`src/rtl/pix_sad_pkg.sv`:
```
// Shared sizing for the packed pixel distance accumulator.
// Assumes LANES is a power of two and ACC_W >= SUM_W.
package pix_sad_pkg;
    localparam int LANES  = 8;
    localparam int PIX_W  = 8;
    localparam int WORD_W = LANES * PIX_W;
    localparam int SUM_W  = PIX_W + $clog2(LANES);
    localparam int MAX_SUM = LANES * ((1 << PIX_W) - 1);
endpackage

```
`src/rtl/sad_absdiff_stage.sv`:
```
// Stage 1: per-lane absolute difference, registered together with the
// valid and clear flags so that they stay aligned with their data.
// Assumes unsigned lanes packed little-end first.
module sad_absdiff_stage #(
    parameter int LANES = 8,
    parameter int PIX_W = 8,
    localparam int WORD_W = LANES * PIX_W
) (
    input  logic              clk,
    input  logic              rst_n,
    input  logic              in_valid,
    input  logic              clear,
    input  logic [WORD_W-1:0] op_a,
    input  logic [WORD_W-1:0] op_b,
    output logic [WORD_W-1:0] diff_q,
    output logic              v_q,
    output logic              clr_q
);
    logic [WORD_W-1:0] diff_d;

    for (genvar g = 0; g < LANES; g++) begin : g_lane
        logic [PIX_W-1:0] la, lb;
        assign la = op_a[g*PIX_W +: PIX_W];
        assign lb = op_b[g*PIX_W +: PIX_W];
        // Larger minus smaller: never negative.
        assign diff_d[g*PIX_W +: PIX_W] = (la >= lb) ? (la - lb) : (lb - la);
    end

    // Capture the lane differences; data needs no reset.
    always_ff @(posedge clk) begin
        diff_q <= diff_d;
    end

    // Carry the control flags along with the data.
    always_ff @(posedge clk) begin
        if (!rst_n) begin
            v_q   <= 1'b0;
            clr_q <= 1'b0;
        end else begin
            v_q   <= in_valid;
            clr_q <= clear;
        end
    end
endmodule

```
`src/rtl/sad_sum_tree.sv`:
```
// Combinational reduction of the lane differences into one sum.
// Assumes SUM_W is wide enough for LANES full-scale lanes.
module sad_sum_tree #(
    parameter int LANES = 8,
    parameter int PIX_W = 8,
    localparam int WORD_W = LANES * PIX_W,
    localparam int SUM_W  = PIX_W + $clog2(LANES)
) (
    input  logic [WORD_W-1:0] diff_i,
    output logic [SUM_W-1:0]  sum_o
);
    // Add every lane, zero-extended to the sum width.
    always_comb begin
        sum_o = '0;
        for (int i = 0; i < LANES; i++) begin
            sum_o = sum_o + SUM_W'(diff_i[i*PIX_W +: PIX_W]);
        end
    end
endmodule

```
`src/rtl/sad_accum.sv`:
```
// Stage 2 register: the running error, cleared or added to as the
// stage 1 flags say; it wraps modulo 2^ACC_W.
// Assumes ACC_W >= SUM_W.
module sad_accum #(
    parameter int ACC_W   = 32,
    parameter int SUM_W   = 11,
    parameter int MAX_SUM = 2040
) (
    input  logic             clk,
    input  logic             rst_n,
    input  logic             v_i,
    input  logic             clr_i,
    input  logic [SUM_W-1:0] sum_i,
    output logic [ACC_W-1:0] acc_q,
    output logic             acc_v_q
);
    logic [ACC_W-1:0] base, add;

    // Clear drops the old total; data on the same cycle still counts.
    always_comb begin
        base = clr_i ? '0 : acc_q;
        add  = v_i ? ACC_W'(sum_i) : '0;
    end

    // Update the running total and flag each accepted word.
    always_ff @(posedge clk) begin
        if (!rst_n) begin
            acc_q   <= '0;
            acc_v_q <= 1'b0;
        end else begin
            acc_q   <= base + add;
            acc_v_q <= v_i;
        end
    end

    p_sum_bound_r3: assert property (@(posedge clk) disable iff (!rst_n)
        v_i |-> (32'(sum_i) <= MAX_SUM));

    p_idle_hold_r9: assert property (@(posedge clk) disable iff (!rst_n)
        (!v_i && !clr_i) |=> $stable(acc_q));

    p_clear_zero_r6: assert property (@(posedge clk) disable iff (!rst_n)
        (clr_i && !v_i) |=> (acc_q == '0));

    p_reset_r10: assert property (@(posedge clk)
        !rst_n |=> (acc_q == '0 && !acc_v_q));
endmodule

```
`src/rtl/pix_sad_acc.sv`:
```
// Packed pixel distance accumulator: sum of absolute byte differences
// between two packed words, added into a running error. Two stages,
// one word pair per cycle, no back-pressure.
module pix_sad_acc #(
    parameter int ACC_W = 32
) (
    input  logic                         clk,
    input  logic                         rst_n,
    input  logic                         in_valid,
    input  logic                         clear,
    input  logic [pix_sad_pkg::WORD_W-1:0] op_a,
    input  logic [pix_sad_pkg::WORD_W-1:0] op_b,
    output logic [ACC_W-1:0]             acc_out,
    output logic                         acc_valid
);
    import pix_sad_pkg::*;

    logic [WORD_W-1:0] diff_s1;
    logic              v_s1, clr_s1;
    logic [SUM_W-1:0]  sum_s1;

    sad_absdiff_stage #(.LANES(LANES), .PIX_W(PIX_W)) u_diff (
        .clk(clk), .rst_n(rst_n), .in_valid(in_valid), .clear(clear),
        .op_a(op_a), .op_b(op_b),
        .diff_q(diff_s1), .v_q(v_s1), .clr_q(clr_s1));

    sad_sum_tree #(.LANES(LANES), .PIX_W(PIX_W)) u_tree (
        .diff_i(diff_s1), .sum_o(sum_s1));

    sad_accum #(.ACC_W(ACC_W), .SUM_W(SUM_W), .MAX_SUM(MAX_SUM)) u_acc (
        .clk(clk), .rst_n(rst_n), .v_i(v_s1), .clr_i(clr_s1),
        .sum_i(sum_s1), .acc_q(acc_out), .acc_v_q(acc_valid));

    p_latency_r4: assert property (@(posedge clk) disable iff (!rst_n)
        in_valid |=> ##1 acc_valid);

    p_no_spurious_r4: assert property (@(posedge clk) disable iff (!rst_n)
        !in_valid |=> ##1 !acc_valid);
endmodule

```
`config.mk`:
```
export PLATFORM = sky130hd
export DESIGN_NAME = pix_sad_acc
export DESIGN_NICKNAME = d
export VERILOG_FILES = /design/src/rtl/pix_sad_pkg.sv /design/src/rtl/sad_absdiff_stage.sv /design/src/rtl/sad_sum_tree.sv /design/src/rtl/sad_accum.sv /design/src/rtl/pix_sad_acc.sv
export SDC_FILE = /design/constraint.sdc
export NUM_CORES = 1
export LEC_CHECK = 0
export BUFFER_PORTS_ARGS = -buffer_cell sky130_fd_sc_hd__buf_2
export CORE_ASPECT_RATIO = 1.4
export CORE_MARGIN = 10
export CORE_UTILIZATION = 50
export DETAILED_ROUTE_END_ITERATION = 10
export PLACE_DENSITY = 0.72
export SYNTH_ARGS = -nofsm -noshare
export SYNTH_HDL_FRONTEND = slang
export SYNTH_SLANG_ARGS = --single-unit
```
`constraint.sdc`:
```
create_clock -name clk -period 15.1 [get_ports clk]
set_input_delay 3.02 -clock clk [delete_from_list [all_inputs] [get_ports clk]]
set_output_delay 3.02 -clock clk [all_outputs]
set_load 0.02 [all_outputs]
```
# Word-level counts from Yosys, hierarchy flattened

Cells that the tools add are included.

$add $sub $neg: 24
Reductions and logical operators: 0
Equality and inequality tests: 0
Multiplexer cells: 10
Bitwise gates (word level): 0
$lt $le $gt $ge: 8
Multipliers: 0
Div/mod/pow operators: 0
Shift operators: 0

Operators with widths:

| kind             | count |
|---|---|
| $sub A8 B8 Y8    | 16 |
| $add A11 B8 Y11  | 6 |
| $ge A8 B8 Y1     | 8 |
| $mux W8          | 8 |
| $add A32 B32 Y32 | 1 |
| $mux W32         | 1 |
| $mux W11         | 1 |
| $add A8 B8 Y9    | 1 |

Memories kept: 0
Flip-flop bits (word level): 99
Logic and storage cells: 47
Output and inout port bits: 33
Input bits: 132
Memory bits (writable): 0
ROM bits: 0
Bits in latches: 0

# Depth between registers and ports, before layout

Gate-level depths: netlist of run 1.

Depth after elaboration: 9
Gate-level depth with buffers: 29
Gate-level depth less buffers: 28

# Hierarchy

From an unflattened synthesis of run 1, not the netlist that was laid out.

Cell total of the unflattened synthesis: 1139
Area, all modules: 9909.5 um^2

By module, submodules not included:

| module            | seq. area each (um^2) | cells each | area an instance (um^2) | instances |
|---|---|---|---|---|
| sad_absdiff_stage | 1321.3                | 730        | 6354.8                  | 1 |
| sad_accum         | 660.6                 | 230        | 1938.1                  | 1 |
| sad_sum_tree      | 0.0                   | 179        | 1616.6                  | 1 |

# Worst setup path before layout of run 1

No wires, ideal clock.

Path kind: reg2reg
Start point: register u_diff.diff_q[1]
End point: register u_acc.acc_q[23]
Clock period less this slack: 6.343 ns
Library setup time: 0.072 ns
Slack: 8.757 ns
Required time: 15.028 ns
Cell stages (with the launch flop): 27
Buffers on the path: 1
Data arrival time: 6.272 ns
Cells stage by stage: dfxtp_1 ha_1 a21o_1 a21oi_1 nor2b_1 o21a_1 o41ai_1 xnor2_1 fa_1 inv_1 fa_1 fa_1 fa_1 inv_1 ha_1 a211o_1 a2111oi_0 nor3_1 mux2i_1 ha_1 nand2_1 nand2_1 a211oi_1 a311o_1 buf_2 a211oi_1 mux2i_1

Cells in the longest elaborated chain, start to end: 9

Ends and longest elaborated chain:

| item                          | line                    | text |
|---|---|---|
| start: declaration            | sad_absdiff_stage.sv:15 | `output logic [WORD_W-1:0] diff_q,` |
| start signal: assignment      | sad_absdiff_stage.sv:31 | `diff_q <= diff_d;` |
| $add A8 B8 Y9                 | sad_sum_tree.sv:16      | `sum_o = sum_o + SUM_W'(diff_i[i*PIX_W +: PIX_W]);` |
| $add A11 B8 Y11 (6 in series) | sad_sum_tree.sv:16      |  |
| $mux W11                      | sad_accum.sv:22         | `add = v_i ? ACC_W'(sum_i) : '0;` |
| $add A32 B32 Y32              | sad_accum.sv:31         | `acc_q <= base + add;` |
| end signal: assignment        | sad_accum.sv:31         |  |
| end: declaration              | sad_accum.sv:14         | `output logic [ACC_W-1:0] acc_q,` |

No other way between the ends.
A chain may end at the register's enable or synchronous reset.

# Worst setup path in the final report of run 1

Start point: register u_diff.diff_q[8]
End point: register u_acc.acc_q[26]

The elaborated chain is that of the path after synthesis.

==> impl_metrics.ini, run 1 <==
[critical_path]
crit_required_ps = 15360
path_max_fanout = 20
endpoint_kind = flop
crit_type = reg2reg
critPathLaunchType = flop
rr_worst_depth = 24
arrival_ps = 7100

[floorplanning]
core_area_um2 = 21000
die_width_um = 143
die_h_um = 193
io-pin-count = 165
rows = 63
initial_core_util = 0.506
die_area_um2 = 27600

[cts]
cts_hold_buffers = 0
cts_tree = yes
postCtsSetupBuffers = 0
clockBufferDepth = 2
cts_buffers = 9
cts_sinks = 99
htreeDepth = 3
ctsResizeCount = 0
clock_latency_ps = 360
cts_root_buf = clkbuf_16
clk_pin_slew_ps = 80

[cells_and_area]
antennaDiodeCount = 0
final_layout_size_suffix_gt1_frac = 0.150
regArea_um2 = 1980
multi_input_area_um2 = 7620
syn_to_final_growth_pct = 12.3
layout.nets = 1733
fin_util = 0.568
fillers = 1955

[synthesis]
syn_area_per_cell_um2 = 8.54
ys_ff_latch = 99
synth-async-reset-ratio = 0
synth_cell_types = 76
synth_cells = 1248
yosysWarnings = 0
ys.flop_type = dfxtp_1
synth_edf_count = 0
netlist_area_um2 = 10700
syn_nets = 1590
yosysSeqAreaShare = 0.186

[worst_hold_path]
hold_path.class = reg2reg
min_path_cells = 2

[sta]
rsz0062_at_grt = false
fin_crit_sh = 0.453
drv_slew = 0
period_minus_slack_ps = 6840
fin_tns_setup_ps = 0
fmax_mhz = 146
report.final.hold_viol_count = 0
skew_ps = 10.3
setup_viol = 0
relSlewSlack = 0.542
layout_setup_ws_ps = 8260
worst_slew_pin_slew_ps = 685

[drt]
wl_per_cell_um = 15.0
wl_met1_um = 9670
routed.top_layer = met4
ant_nets = 0
drtPass1Iterations = 4
dr_wl_met2_um = 13700
drtIter0Drc = 250
dr_wl_met3_um = 975
vias_per_cell = 5.38
vias = 8912
wirelength_um = 24900
drcViolationCount = 0

[flow_run]
cap_viol_max_count = 0

[status]
outcome = finished clean

[placement]
preCtsSetupSlack_ps = 8350
gp_congestion = 0.936
post-dp-hpwl_um = 21200
place.port_buffers = 164

[grt]
grt_max_degree = 23
grt_usage = 0.179
gr-total-overflow = 0
grt_first_pass_wirelength_um = 41400
grt_pass1_vias = 9166
antenna_found_initial = 0
==> flip-flops by register name, indices dropped and copies added (netlist names) <==
signal and count:
u_acc.acc_q 32, u_acc.acc_v_q 1, u_diff.clr_q 1, u_diff.diff_q 64, u_diff.v_q 1
==> logic make-up after synthesis <==
kind of cell | count (synthesis) | share of synthesized area
AOI/OAI and AO/OA | 299 | 0.197
buffers and inverters | 268 | 0.0984
and+or+nand+nor | 263 | 0.138
adders and majority gates | 210 | 0.286
DFF | 99 | 0.186
xor gates and xnor gates | 66 | 0.0543
muxes | 43 | 0.0405
==> stage by stage <==
step / std cells / cell area [µm²] / hold WS, ps
2_1_floorplan: 1248 / 10700 / 549
3_3_place_gp: 1640 / 11600 / 467
3_5_place_dp: 1640 / 11600 / 485
4_1_cts: 1656 / 12000 / 495
5_1_grt: 1656 / 12000 / 518
6_report: 1656 / 12000 / 499
==> layer usage <==
| layer | vias to the layer above | track usage |
|---|---|---|
| met3 | 36 | 0.0308 |
| met1 | 4197 | 0.185 |
| li1 | 4506 | - |
| met2 | 173 | 0.352 |
| met5 | - | 0 |
| met4 | 0 | 0.0555 |
==> layout by cell type (no fill, tap or decap), types with 25 or more instances in the layout <==
cell type,Yosys,layout
o21ai_0,68,68
a21oi_1,70,70
fa_1,56,56
buf_2,19,164
nand3_1,31,31
nand2_1,59,59
a21o_1,38,38
xor2_1,33,33
mux2i_1,42,42
nor2b_1,49,49
ha_1,154,154
xnor2_1,33,33
dfxtp_1,99,99
nor2_1,25,25
inv_1,235,235
==> cells in the mapped netlist (all sizes together) (21+ instances only) <==
| library cell | instances | share of area |
|---|---|---|
| nor2 | 25 | 0.0088 |
| mux2i | 42 | 0.039 |
| a21oi | 75 | 0.040 |
| xor2 | 33 | 0.027 |
| dfxtp | 99 | 0.19 |
| nand3 | 31 | 0.015 |
| buf | 23 | 0.012 |
| fa | 56 | 0.11 |
| nand2b | 21 | 0.013 |
| xnor2 | 33 | 0.027 |
| nor2b | 50 | 0.030 |
| inv | 235 | 0.083 |
| nand2 | 59 | 0.021 |
| o21ai | 69 | 0.033 |
| ha | 154 | 0.18 |
| a21o | 39 | 0.028 |
==> area by class of cell <==
| class | count | area share |
|---|---|---|
| Clock buffer | 9 | 0.0188 |
| Inverter | 235 | 0.0737 |
| Multi-Input combinational cell | 881 | 0.637 |
| Tap cell | 260 | 0.0272 |
| Timing Repair Buffer | 165 | 0.0692 |
| Clock inverter | 7 | 0.00805 |
| Sequential cell | 99 | 0.166 |
==> worst paths after layout <==
path	from	end	slack (ps)
max	u_diff.diff_q[8]	u_acc.acc_q[26]	8260
min	u_acc.acc_q[20]	u_acc.acc_q[20]	500
max reg2reg	u_diff.diff_q[8]	u_acc.acc_q[26]	8260
min reg2reg	u_acc.acc_q[20]	u_acc.acc_q[20]	500
==> worst max-delay path: stages (launching register included) <==
cell and delay (ps):
dfxtp_1 330, ha_1 180, inv_1 70, fa_1 400, xnor2_1 160, fa_1 490, inv_1 60, fa_1 500
fa_1 540, inv_1 50, fa_1 500, fa_1 470, a21o_1 180, a21oi_1 210, o21bai_1 110, a2111o_1 420
nand2_1 100, mux2i_1 200, ha_1 300, a21oi_1 140, nand2_1 80, nor3_1 310, o31a_1 590, a2111oi_0 140
o21a_1 200
Power of run 1 is left out: the tool's default activity adds up to more than one toggle a clock period on the data nets, which glitch-free logic cannot reach.
==> inputs of run 2 (changes only) <==
Settings changed: ABC_AREA from default to 1, PLACE_DENSITY 0.72 to 0.74.
Clock period 15.1 ns to 6.1 ns, I/O delays scaled along.
==> run 2 against run 1 <==
  * Non-clock buffer count increased by 3
  * Global-route usage increased by 0.56 points
  * Count of clock-buffer cells in the layout unchanged
  * Cell area increased by 7.4%
  * Via count increased by 19%
  * Critical path type unchanged
  * Largest cell class unchanged
==> impl_metrics.ini, run 2 <==
[placement]
placed_cells = 2125
gp_congestion = 0.970
placed_area_um2 = 12400
post-dp-hpwl_um = 23700
place.port_buffers = 164
preCtsSetupSlack_ps = -72.8

[cells_and_area]
final_cell_mix = nand2_1 (426), inv_1 (334), buf_2 (164)
syn_to_final_growth_pct = 12.7
regMostFlops = u_diff.diff_q
final_layout_size_suffix_gt1_frac = 0.132
layout.nets = 2179
final_area_um2 = 12800
layoutNonFillerInstCount = 2143
largestRegisters = u_diff.diff_q: 64 flops, u_acc.acc_q: 32 flops
antennaDiodeCount = 0
final_common_cell = nand2_1
largest_reg_flops = 64

[flow_run]
cap_viol_max_count = 0

[drt]
wirelength_um = 27600
drcViolationCount = 0
vias_per_cell = 4.95
drtPass1Iterations = 5
wl_per_cell_um = 12.9
drtIter0Drc = 315
ant_nets = 0
vias = 10611

[cts]
cts_tree = yes
cts_root_buf = clkbuf_16
clk_pin_slew_ps = 70
cts_buffers = 9
clockBufferDepth = 2
cts_hold_buffers = 0
clock_latency_ps = 350
cts_sinks = 99
htreeDepth = 3

[critical_path]
rr_worst_depth = 28
r2r-start = u_diff.diff_q[2]
cp_common_cell = nand2_1
cp_slowest_stage_delay_ps = 520
path_max_fanout = 8
crit_required_ps = 6320
endpoint_kind = flop
arrival_ps = 5980
slowest_stage = fa_1
crit_type = reg2reg
crit_start = u_diff.diff_q[2]
critPathLaunchType = flop

[sta]
report.final.hold_viol_count = 0
period_minus_slack_ps = 5760
layout_setup_ws_ps = 342
drv_slew = 0
fin_crit_sh = 0.944
worst_slew_pin_slew_ps = 543
skew_ps = 7.37
relSlewSlack = 0.638
setup_viol = 0
fmax_mhz = 174
fin_tns_setup_ps = 0

[synthesis]
syn_nets = 2042
yosysSeqAreaShare = 0.174
ys.flop_type = dfxtp_1
synth.most_common_cell = nand2_1
synth_cells = 1700
ys_ff_latch = 99
synth_cell_types = 34
syn_area_per_cell_um2 = 6.71
yosys-top-cells-area = dfxtp_1 (17%), ha_1 (17%), nand2_1 (14%)
yosys.area.top_type = dfxtp_1
yosysTopAreaCellShare = 0.174
yosysWarnings = 0
synth_commonest_cells = nand2_1 (431), inv_1 (334), ha_1 (154), nor2_1 (127), a21oi_1 (118)
netlist_area_um2 = 11400
synth-async-reset-ratio = 0
synth_edf_count = 0

[grt]
antenna_found_initial = 0
grt_max_degree = 32
grt_first_pass_wirelength_um = 46100
gr-total-overflow = 0
grt_pass1_vias = 10818
grt_usage = 0.185

[worst_hold_path]
min_path_cells = 4
hp-start = u_acc.acc_q[28]
hold_path.class = reg2reg

[floorplanning]
io-pin-count = 165
die_h_um = 199
initial_core_util = 0.506
die_width_um = 148
rows = 65
die_area_um2 = 29300
core_area_um2 = 22500

[pwr]
ir_worst_vdd_uv = 1030
totalPowerFinal_mw = 8.32
power_leakage_nw = 7.22
powerDensity_nw_per_um2 = 647

[status]
outcome = finished clean
## run 2: changes by cell type after synthesis, moves of 27 or more
cell | previous run | this run
nand2_1 | 59 | 431
nor2_1 | 25 | 127
inv_1 | 235 | 334
nor2b_1 | 49 | 0
a21oi_1 | 70 | 118
xor2_1 | 33 | 81
mux2i_1 | 42 | 0
nand3_1 | 31 | 60
a21o_1 | 38 | 11
## run 2: timing repair
action	CTS	global route
resized for setup	2	27
pin swaps	0	11
setup endpoints to repair	7	25
setup buffers	0	2
hold endpoints to repair	0	0
## run 2: where the power goes
| group | leakage (nW) | internal (mW) | switching [mW] |
|---|---|---|---|
| Sequential | 0.823 | 0.781 | 0.0712 |
| Combinational | 6.25 | 2.87 | 4.03 |
| Clock | 0.146 | 0.289 | 0.273 |
## run 2: path summary, 6_finish.rpt
check / endpoint / slack, ps
setup reg to reg: u_acc.acc_q[16] / 340
hold / removal: u_acc.acc_q[28] / 590
setup / recovery: u_acc.acc_q[16] / 340
hold reg to reg: u_acc.acc_q[28] / 590
## run 2: per-layer routing
layer | GRT usage | wire, µm
met1 | 0.184 | 10500
met2 | 0.374 | 15400
met3 | 0.0230 | 892
met4 | 0.0695 | 752
met5 | 0 | 0
## run 2: final cells by class
| cell class | instances | area (µm²) |
|---|---|---|
| Sequential cell | 99 | 1980 |
| Clock inverter | 7 | 71.3 |
| Timing Repair Buffer | 168 | 851 |
| Tap cell | 301 | 377 |
| Multi-Input combinational cell | 1213 | 8040 |
| Inverter | 346 | 1300 |
| Fill cell | 2216 | 9680 |
| Clock buffer | 9 | 225 |
## run 2: kinds of logic (layout without fill, tap and decap cells)
kind of cell,Yosys count,count (layout),synth area share
fa+ha+maj,210,210,0.267
compound gates,232,232,0.110
simple gates,677,677,0.244
xor+xnor,94,94,0.0722
buf+inv,388,530,0.133
flops,99,99,0.174
## run 2: worst max-delay path, delay by kind of cell, from the launching register on
kind            cells  cell delay (ps)
compound gates      2              210
xor+xnor            1              210
fa+ha+maj           7             3040
buf+inv             2              100
flops               1              300
simple gates       16             1740
## run 2: metrics by stage
step / util / hold WS [ps]
floorplan: - / 599
global placement: 0.551 / 570
detailed placement: 0.551 / 576
CTS: 0.564 / 587
global route: 0.570 / 598
finish: 0.570 / 587
Power figures use the tool's default switching activity.
==> inputs of run 3 (changes only) <==
Settings changed: ABC_AREA 1 to default.
==> run 3 against run 2 <==
  * The run now ends with setup timing left
  * Utilization grew 4.0 points
  * Critical path depth down 1
  * Sequential share of layout area barely moved
  * Non-clock buffer count rose by 48
  * Final cell count decreased by 20%
  * Via count down 13%
  * Largest cell class unchanged
  * Sequential cell count stayed put
  * Register-to-register slack got worse by 580 ps
  * Count of clock-buffer cells in the layout unchanged
==> impl_metrics.ini, run 3 (synthesized netlist as in run 1, its figures left out) <==
[cells_and_area]
final_cell_mix = inv_1 (229), buf_2 (164), ha_1 (142)
final_layout_size_suffix_gt1_frac = 0.231
largestRegisters = u_diff.diff_q: 64 flops, u_acc.acc_q: 32 flops
antennaDiodeCount = 0
regMostFlops = u_diff.diff_q
syn_to_final_growth_pct = 20.5
largest_reg_flops = 64
layout.nets = 1786
fillers = 1828
final_common_cell = inv_1

[floorplanning]
initial_core_util = 0.506
die_h_um = 193
core_area_um2 = 21000
die_area_um2 = 27600
rows = 63
die_width_um = 143
io-pin-count = 165

[flow_run]
cap_viol_max_count = 0

[cts]
cts_sinks = 99
cts_buffers = 9
clk_pin_slew_ps = 70
cts_hold_buffers = 0
cts_root_buf = clkbuf_16
htreeDepth = 3
clockBufferDepth = 2
cts_tree = yes
clock_latency_ps = 360

[drt]
wirelength_um = 27400
ant_nets = 0
vias_per_cell = 5.40
vias = 9231
wl_per_cell_um = 16.0
drtPass1Iterations = 10
drcViolationCount = 0
drtIter0Drc = 370

[critical_path]
arrival_ps = 6620
slowest_stage = or4_4
cp_slowest_stage_delay_ps = 550
crit_required_ps = 6380
cp_common_cell = fa_1
path_max_fanout = 4
critPathLaunchType = flop
endpoint_kind = flop
crit_type = reg2reg

[status]
outcome = finished, violations left
violations = setup timing

[sta]
fin_crit_sh = 1.04
layout_setup_ws_ps = -239
fin_tns_setup_ps = -3320
report.final.hold_viol_count = 0
worst_slew_pin_slew_ps = 754
skew_ps = 10.4
relSlewSlack = 0.495
setup_viol = 20
drv_slew = 0
fmax_mhz = 158
period_minus_slack_ps = 6340
rsz0062_at_grt = true

[grt]
gr-usage-met2 = 0.391
grt_first_pass_wirelength_um = 43800
antenna_found_initial = 0
grt_usage = 0.192
grt.busiest_layer = met2
grt_use_met1 = 0.188
gr-total-overflow = 0
grt_pass1_vias = 9596
grt_max_degree = 20
met3_usage = 0.0256

[placement]
preCtsSetupSlack_ps = -479
gp_congestion = 0.932
post-dp-hpwl_um = 21900
place.port_buffers = 164

[worst_hold_path]
hold_path.class = reg2reg
-- run 3: routing by layer --
metal	vias up	share of wire
met5	-	0
met4	0	0.026
met3	44	0.037
met2	217	0.57
met1	4357	0.37
li1	4613	-
-- run 3: area by class of cell --
type / count / area [µm²] / share of cell area
Inverter: 235 / 882 / 0.0687
Timing Repair Buffer: 216 / 1280 / 0.0995
Sequential cell: 99 / 1990 / 0.155
Clock inverter: 7 / 82.6 / 0.00643
Clock buffer: 9 / 225 / 0.0175
Multi-Input combinational cell: 883 / 8060 / 0.628
Tap cell: 260 / 325 / 0.0253
-- run 3: worst paths after layout --
path / from / to / slack, ps / cells after the start
max: u_diff.diff_q[0] / u_acc.acc_q[14] / -240 / 27
min: u_acc.acc_q[21] / u_acc.acc_q[21] / 500 / 2
max reg2reg: u_diff.diff_q[0] / u_acc.acc_q[14] / -240 / 27
min reg2reg: u_acc.acc_q[21] / u_acc.acc_q[21] / 500 / 2
-- run 3: worst max-delay path: cells and delay by family, from the launching register on --
kind                     cells  cell delay [ps]
XOR/XNOR                     1              150
AO/OA/AOI/OAI               10             1730
adder cells (fa/ha/maj)      7             2440
buffers and inverters        5              520
flip-flops                   1              330
AND/OR/NAND/NOR              4             1090
-- run 3: metrics by stage --
step / util / instances / instance area [µm²] / hold slack (ps)
detailed placement: 0.568 / 1675 / 12000 / 489
CTS: 0.601 / 1707 / 12600 / 499
global route: 0.610 / 1709 / 12800 / 519
finish: 0.610 / 1709 / 12800 / 500
floorplan: - / 1248 / 10700 / 549
global placement: 0.568 / 1675 / 12000 / 467
-- run 3: repair_timing --
item	in CTS	in global routing
hold endpoints to repair	0	0
gates resized for setup	56	46
setup buffers	14	4
setup endpoints to repair	22	23
cloned	3	0
pin swaps	64	50
Power of run 3 is left out for the same reason.
